--- src/rtl/envdet_pkg.sv ---
package envdet_pkg;

    localparam int TAPS      = 31;
    localparam int HALF_TAPS = TAPS / 2;

    typedef enum logic [1:0] {
        S_IDLE,
        S_MAC,
        S_ROUND
    } mac_state_t;

    // Folded coefficient for the pair (j, TAPS-1-j); j == HALF_TAPS is the centre.
    function automatic int coef_at(input int j);
        int c;
        case (j)
            0:  c = 0;
            1:  c = -1;
            2:  c = -1;
            3:  c = 0;
            4:  c = 1;
            5:  c = 3;
            6:  c = 3;
            7:  c = 0;
            8:  c = -5;
            9:  c = -9;
            10: c = -9;
            11: c = 0;
            12: c = 18;
            13: c = 39;
            14: c = 57;
            15: c = 64;
            default: c = 0;
        endcase
        return c;
    endfunction

endpackage

--- src/rtl/envdet_rect.sv ---
module envdet_rect #(
    parameter int DATA_W = 16
) (
    input  logic signed [DATA_W-1:0] x,
    output logic        [DATA_W-1:0] mag
);
    localparam logic [DATA_W-1:0] MOST_NEG = {1'b1, {(DATA_W-1){1'b0}}};
    localparam logic [DATA_W-1:0] MOST_POS = {1'b0, {(DATA_W-1){1'b1}}};

    always_comb begin
        if (x == MOST_NEG) begin
            mag = MOST_POS;
        end else if (x[DATA_W-1]) begin
            mag = DATA_W'(-x);
        end else begin
            mag = x;
        end
    end
endmodule

--- src/rtl/envdet_fir.sv ---
module envdet_fir #(
    parameter int DATA_W    = 16,
    parameter int COEF_W    = 8,
    parameter int ACC_W     = 24,
    parameter int COEF_FRAC = 8
) (
    input  logic                     clk,
    input  logic                     rst,
    input  logic                     in_valid,
    input  logic        [DATA_W-1:0] in_mag,
    output logic                     y_valid,
    output logic signed [DATA_W-1:0] y
);
    import envdet_pkg::*;

    localparam int IDX_W      = $clog2(TAPS);
    localparam int PROD_W     = DATA_W + COEF_W + 2;
    localparam int SUM_W      = ((ACC_W > PROD_W) ? ACC_W : PROD_W) + 1;
    localparam int ROUND_HALF = 1 << (COEF_FRAC - 1);
    localparam int TOP_LO     = COEF_FRAC + DATA_W - 1;
    localparam logic [ACC_W-1:0]  ACC_MAX = {1'b0, {(ACC_W-1){1'b1}}};
    localparam logic [ACC_W-1:0]  ACC_MIN = {1'b1, {(ACC_W-1){1'b0}}};
    localparam logic [DATA_W-1:0] OUT_MAX = {1'b0, {(DATA_W-1){1'b1}}};
    localparam logic [DATA_W-1:0] OUT_MIN = {1'b1, {(DATA_W-1){1'b0}}};

    mac_state_t               state, state_nx;
    logic [DATA_W-1:0]        taps [TAPS];
    logic [IDX_W-1:0]         idx;
    logic [IDX_W-1:0]         mirror;
    logic signed [ACC_W-1:0]  acc;
    logic signed [ACC_W-1:0]  acc_next;
    logic [DATA_W:0]          pair_sum;
    logic signed [COEF_W-1:0] coef_now;
    logic signed [PROD_W-1:0] prod;
    logic [SUM_W-1:0]         sum_wide;
    logic [ACC_W:0]           rnd;
    logic [DATA_W-1:0]        y_round;
    logic                     unused_rnd_low;

    // State register
    always_ff @(posedge clk) begin
        if (rst) begin
            state <= S_IDLE;
        end else begin
            state <= state_nx;
        end
    end

    always_comb begin
        state_nx = state;
        unique case (state)
            S_IDLE:  if (in_valid) state_nx = S_MAC;
            S_MAC:   if (idx == IDX_W'(HALF_TAPS)) state_nx = S_ROUND;
            S_ROUND: state_nx = S_IDLE;
            default: state_nx = S_IDLE;
        endcase
    end

    // Folded tap pair and its coefficient
    assign mirror = IDX_W'(TAPS - 1) - idx;

    always_comb begin
        pair_sum = {1'b0, taps[idx]} + {1'b0, taps[mirror]};
        if (idx == IDX_W'(HALF_TAPS)) begin
            pair_sum = {1'b0, taps[HALF_TAPS]};
        end
        coef_now = COEF_W'(coef_at(int'(idx)));
        prod     = PROD_W'($signed({1'b0, pair_sum})) * PROD_W'(coef_now);
        sum_wide = SUM_W'(acc) + SUM_W'(prod);
    end

    // Saturating accumulate
    always_comb begin
        if (!sum_wide[SUM_W-1] && (|sum_wide[SUM_W-2:ACC_W-1])) begin
            acc_next = ACC_MAX;
        end else if (sum_wide[SUM_W-1] && !(&sum_wide[SUM_W-2:ACC_W-1])) begin
            acc_next = ACC_MIN;
        end else begin
            acc_next = sum_wide[ACC_W-1:0];
        end
    end

    // Round half up, then saturate to the output width
    always_comb begin
        rnd = (ACC_W+1)'(acc) + (ACC_W+1)'(ROUND_HALF);
        if (!rnd[ACC_W] && (|rnd[ACC_W-1:TOP_LO])) begin
            y_round = OUT_MAX;
        end else if (rnd[ACC_W] && !(&rnd[ACC_W-1:TOP_LO])) begin
            y_round = OUT_MIN;
        end else begin
            y_round = rnd[COEF_FRAC +: DATA_W];
        end
    end
    assign unused_rnd_low = ^rnd[COEF_FRAC-1:0];

    // Outputs and datapath registers
    always_ff @(posedge clk) begin
        if (rst) begin
            for (int i = 0; i < TAPS; i++) taps[i] <= '0;
            idx     <= '0;
            acc     <= '0;
            y_valid <= 1'b0;
            y       <= '0;
        end else begin
            y_valid <= 1'b0;
            unique case (state)
                S_IDLE: begin
                    if (in_valid) begin
                        for (int i = TAPS - 1; i > 0; i--) taps[i] <= taps[i-1];
                        taps[0] <= in_mag;
                        idx     <= '0;
                        acc     <= '0;
                    end
                end
                S_MAC: begin
                    acc <= acc_next;
                    idx <= idx + IDX_W'(1);
                end
                S_ROUND: begin
                    y       <= y_round;
                    y_valid <= 1'b1;
                end
                default: ;
            endcase
        end
    end

    // Assertions
    p_tap_nonneg_r2: assert property (@(posedge clk) disable iff (rst)
        (state == S_IDLE && in_valid) |=> !taps[0][DATA_W-1]);

    p_acc_cleared_r4: assert property (@(posedge clk) disable iff (rst)
        (state == S_IDLE && in_valid) |=> (acc == '0));

    p_pulse_r6: assert property (@(posedge clk) disable iff (rst)
        y_valid |=> !y_valid);

    p_busy_hold_r7: assert property (@(posedge clk) disable iff (rst)
        (state != S_IDLE) |=> ($stable(taps[0]) && $stable(taps[TAPS-1])));

    p_round_only_r6: assert property (@(posedge clk) disable iff (rst)
        $rose(y_valid) |-> ($past(state) == S_ROUND));
endmodule

--- src/rtl/envdet_dcblk.sv ---
module envdet_dcblk #(
    parameter int DATA_W    = 16,
    parameter bit DC_REMOVE = 1'b0,
    parameter int DC_SHIFT  = 8
) (
    input  logic                     clk,
    input  logic                     rst,
    input  logic                     in_valid,
    input  logic signed [DATA_W-1:0] in_y,
    output logic                     out_valid,
    output logic signed [DATA_W-1:0] out_y
);
    localparam int D_W = DATA_W + 2;
    localparam int M_W = DATA_W + DC_SHIFT + 2;
    localparam logic signed [D_W-1:0] LIM_MAX = D_W'((1 <<< (DATA_W-1)) - 1);
    localparam logic signed [D_W-1:0] LIM_MIN = -D_W'(1 <<< (DATA_W-1));

    generate
        if (DC_REMOVE) begin : g_dc_remove
            logic signed [M_W-1:0] mean_q;
            logic signed [M_W-1:0] mean_sh;
            logic signed [D_W-1:0] mean_est;
            logic signed [D_W-1:0] diff;
            logic                  unused_mean_hi;

            always_comb begin
                mean_sh  = mean_q >>> DC_SHIFT;
                mean_est = $signed(mean_sh[D_W-1:0]);
                diff     = D_W'(in_y) - mean_est;
            end
            assign unused_mean_hi = ^mean_sh[M_W-1:D_W];

            always_ff @(posedge clk) begin
                if (rst) begin
                    mean_q    <= '0;
                    out_valid <= 1'b0;
                    out_y     <= '0;
                end else begin
                    out_valid <= in_valid;
                    if (in_valid) begin
                        mean_q <= mean_q + M_W'(in_y) - M_W'(mean_est);
                        if (diff > LIM_MAX) begin
                            out_y <= LIM_MAX[DATA_W-1:0];
                        end else if (diff < LIM_MIN) begin
                            out_y <= LIM_MIN[DATA_W-1:0];
                        end else begin
                            out_y <= diff[DATA_W-1:0];
                        end
                    end
                end
            end

            p_mean_hold_r8: assert property (@(posedge clk) disable iff (rst)
                !in_valid |=> $stable(mean_q));
        end else begin : g_pass
            always_ff @(posedge clk) begin
                if (rst) begin
                    out_valid <= 1'b0;
                    out_y     <= '0;
                end else begin
                    out_valid <= in_valid;
                    if (in_valid) out_y <= in_y;
                end
            end

            p_pass_r9: assert property (@(posedge clk) disable iff (rst)
                out_valid |-> (out_y == $past(in_y)));
        end
    endgenerate
endmodule

--- src/rtl/envelope_detector.sv ---
module envelope_detector #(
    parameter int DATA_W    = 16,
    parameter int COEF_W    = 8,
    parameter int ACC_W     = 24,
    parameter int COEF_FRAC = 8,
    parameter bit DC_REMOVE = 1'b0,
    parameter int DC_SHIFT  = 8
) (
    input  logic                     clk,
    input  logic                     rst,
    input  logic                     in_valid,
    input  logic signed [DATA_W-1:0] in_sample,
    output logic                     out_valid,
    output logic signed [DATA_W-1:0] out_sample
);
    logic [DATA_W-1:0]        mag;
    logic                     fir_valid;
    logic signed [DATA_W-1:0] fir_y;

    envdet_rect #(.DATA_W(DATA_W)) u_rect (
        .x   (in_sample),
        .mag (mag)
    );

    envdet_fir #(
        .DATA_W    (DATA_W),
        .COEF_W    (COEF_W),
        .ACC_W     (ACC_W),
        .COEF_FRAC (COEF_FRAC)
    ) u_fir (
        .clk      (clk),
        .rst      (rst),
        .in_valid (in_valid),
        .in_mag   (mag),
        .y_valid  (fir_valid),
        .y        (fir_y)
    );

    envdet_dcblk #(
        .DATA_W    (DATA_W),
        .DC_REMOVE (DC_REMOVE),
        .DC_SHIFT  (DC_SHIFT)
    ) u_dc (
        .clk       (clk),
        .rst       (rst),
        .in_valid  (fir_valid),
        .in_y      (fir_y),
        .out_valid (out_valid),
        .out_y     (out_sample)
    );

    p_reset_clear_r1: assert property (@(posedge clk)
        rst |=> (!out_valid && out_sample == '0));

    p_out_follows_r6: assert property (@(posedge clk) disable iff (rst)
        out_valid |-> $past(fir_valid));
endmodule

--- config.mk ---
export PLATFORM = sky130hd
export DESIGN_NAME = envelope_detector
export DESIGN_NICKNAME = d
export VERILOG_FILES = /design/src/rtl/envdet_pkg.sv /design/src/rtl/envdet_rect.sv /design/src/rtl/envdet_fir.sv /design/src/rtl/envdet_dcblk.sv /design/src/rtl/envelope_detector.sv
export SDC_FILE = /design/constraint.sdc
export NUM_CORES = 1
export LEC_CHECK = 0
export BUFFER_PORTS_ARGS = -buffer_cell sky130_fd_sc_hd__buf_2
export CORE_MARGIN = 1
export CORE_UTILIZATION = 41
export CTS_CLUSTER_DIAMETER = 120
export DETAILED_ROUTE_END_ITERATION = 7
export SYNTH_ARGS = -nofsm -noshare
export SYNTH_HDL_FRONTEND = slang
export SYNTH_HIERARCHICAL = 1
export SYNTH_SLANG_ARGS = --single-unit
--- constraint.sdc ---
create_clock -name clk -period 30.7 [get_ports clk]
set_input_delay 1.535 -clock clk [delete_from_list [all_inputs] [get_ports clk]]
set_output_delay 1.535 -clock clk [all_outputs]
set_load 0.005 [all_outputs]
==> metrics.yaml <==
sta:
  fmaxAchievable_mhz: 79.1
  tightest_slew_ns: 1.19
  hold_viol_final: 0
  min_period_over_period: 0.412
  timing_max_transition_violations_final: 0
  fin_worst_skew_ns: 0.0168
  finalCriticalPeriod_ns: 12.65
  fin_setup_tns_ns: 0
  finalSetupViolCount: 0
  final.setup.worst_slack_ns: 18.05
  grt_setup_unrepaired: "false"
  max-slew-margin-rel: 0.204
clock_network:
  cts_post_setup_buffers_inserted: 0
  cts.sink_count: 574
  h-tree-depth: 3
  cts_buffers: 68
  root_buffer: "clkbuf_16"
  tritoncts_clock_tree: "built"
  clkSlewWorstSetupHoldPaths_ns: 0.06
  cts_resized: 0
  clk_path_buf_depth: 3
  cts-hold-fix-buffers: 0
  worstSkewPairLatency_ns: 0.62
min_path:
  hold_depth: 2
  timing.hold.worst_endpoint: "u_fir/y[15]"
  timing.hold.worst.start: "u_fir/y[15]"
  min_path_type: "flip-flop to flip-flop"
floorplanning:
  floorplan.die_area_um2: 88700
  initial_utilization: 0.413
  rows: 108
  floorplan_core_area_um2: 86800
  die-width_um: 298
  num_io_pins: 36
  die_height_um: 298
critical_path:
  crit_required_ns: 31.20
  critical-path-slowest-cell: "o41ai_4"
  end_kind: "flip-flop"
  wp_data_arrival_ns: 13.15
  crit_path_max_fanout: 61
  critPathMaxStageDelay_ns: 0.92
  critPathLaunchType: "flip-flop"
  worst-r2r-cell-count: 31
  crit_type: "flip-flop to flip-flop"
  r2r-start: "u_fir/idx[0]"
  ff2ff_setup_slack_ns: 18.05
  cpMostUsedCell: "fa_1"
  r2r-end: "u_fir/acc[2]"
cells_and_area:
  final_common_cell: "and2_1"
  areaGrowthSynthToFinish_pct: 9.91
  most-common-layout-cells: "504 x and2_1, 496 x edfxtp_1, 288 x mux4_2, 169 x nor2_1, 136 x inv_1"
  n_fill_cell: 7696
  post_route_cells_drive_above_1_share: 0.196
  final_layout_net_count: 2892
routing:
  detailedRoute.firstPassIterationCount: 5
  drt.antenna.violating_nets: 0
  via_per_inst: 5.70
  route.final.wire_length_um: 82000
  total_number_of_vias: 22100
  routed_wire_length_per_instance_um: 21.1
  detailedRoute.firstIterationViolations: 1727
  detail_route.drc_violations: 0
synthesis:
  post_synth_num_cell_types: 79
  post_synth_instance_area_um2: 35900
  synth_nets: 2928
  ys_seq_elements: 574
  ys_seq_area_frac: 0.459
  postSynthCellCount: 2703
  synth_async_sr_flop_share: 0
  synth_warnings: 6
  synth_enable_flop_cells: 496
  postSynthAreaPerCell_um2: 13.3
  postSynth.topFlopCell: "edfxtp_1"
run:
  max_cap_violations: 0
power_and_ir_drop:
  design_power_total_w: 0.00255
  power_leakage_nw: 14.8
  peakVddDrop_v: 0.0000377
  power.density_cell_area_nw_per_um2: 64.6
global_routing:
  grt_antenna_before_repair: 2
  grt_util_overall: 0.187
  grt_pass1_wl_um: 131000
  grt_pass1_vias: 22800
  grt.overflow.total: 0
  grt_start_max_net_pins: 182
place:
  place.detailed.hpwl_um: 53300
  gp_congestion: 0.858
  pre_cts_slack_ns: 18.15
  io_buffers: 35
run_status:
  outcome: "finished clean"
cells by family (layout without fill, tap and decap cells):
family | count (synthesis) | in the layout | synth area share
buf+inv | 309 | 328 | 0.0346
simple gates | 939 | 939 | 0.144
xor+xnor | 47 | 47 | 0.0115
compound gates | 247 | 247 | 0.0469
mux | 381 | 381 | 0.208
fa+ha+maj | 206 | 206 | 0.0961
flops | 574 | 574 | 0.459
other cells | 0 | 1 | 0
layer usage:
metal	GRT usage	routed length, µm	vias up
met5	0	0	-
met4	0.0628	2180	0
met3	0.0345	4490	120
met2	0.299	38800	653
met1	0.256	36500	11500
li1	-	-	9885
worst max path at each step:
stage | startpoint | end | slack, ns | cells after the start
floorplan | in_valid | u_fir/taps[0][0] | 4.93 | 2
global placement | u_fir/idx[0] | u_fir/acc[2] | 18.53 | 31
global route | u_fir/idx[0] | u_fir/acc[2] | 17.21 | 30
finish | u_fir/idx[0] | u_fir/acc[2] | 18.05 | 31
detailed placement | u_fir/idx[0] | u_fir/acc[2] | 18.15 | 30
CTS | u_fir/idx[0] | u_fir/acc[2] | 18.09 | 31
cells in the mapped netlist (35+ instances only):
library cell | instances | area share
mux2_2 | 35 | 0.011
clkbuf_1 | 131 | 0.014
nor2_1 | 169 | 0.018
inv_1 | 136 | 0.014
ha_1 | 90 | 0.031
and2_1 | 504 | 0.088
dfxtp_1 | 78 | 0.044
mux4_2 | 288 | 0.18
mux2i_1 | 58 | 0.016
nand2_1 | 134 | 0.014
edfxtp_1 | 496 | 0.42
fa_1 | 116 | 0.065
a21oi_1 | 58 | 0.0081
o21ai_0 | 54 | 0.0075
power by group:
group          total, W  internal, W  switching (W)
Combinational  0.000731     0.000322       0.000409
Sequential     0.000976     0.000918      0.0000585
Clock          0.000838     0.000509       0.000329
Total           0.00255      0.00175       0.000796
area by class of cell:
| class | instances | area, µm² | share of cell area |
|---|---|---|---|
| multi-input combinational | 1820 | 18200 | 0.463 |
| sequential | 574 | 16500 | 0.418 |
| antenna | 1 | 2.50 | 0.0000635 |
| inverter | 137 | 514 | 0.0130 |
| timing repair buffer | 66 | 420 | 0.0107 |
| tap | 1155 | 1450 | 0.0367 |
| clock buffer | 87 | 1910 | 0.0485 |
| clock inverter | 38 | 417 | 0.0106 |
registers in the layout, summed over array words and instances, names as in the netlist, named ones only:
| name | count |
|---|---|
| u_fir/taps | 496 |
| u_fir/acc | 24 |
| u_dc/out_y | 16 |
| u_fir/y | 16 |
| u_fir/idx | 5 |
| u_fir/state | 2 |
| u_dc/out_valid | 1 |
| u_fir/y_valid | 1 |
stage by stage:
| stage | cells | util | hold WS (ns) | instance area, µm² |
|---|---|---|---|---|
| finish | 3878 | 0.454 | 0.456 | 39400 |
| global route | 3877 | 0.454 | 0.481 | 39400 |
| CTS | 3877 | 0.454 | 0.461 | 39400 |
| detailed placement | 3752 | 0.428 | 0.453 | 37100 |
| global placement | 3752 | 0.428 | 0.450 | 37100 |
| floorplan | 2703 | - | 0.432 | 35900 |
worst max-delay path, delay by kind of cell, from the launching register on:
kind            cells  cell delay, ns
compound gates     12            4.37
xor+xnor            1            0.21
fa+ha+maj           8            3.68
buf+inv             4            1.60
flops               1            0.85
mux                 3            1.19
simple gates        3            0.51
Power figures use the tool's default switching activity.
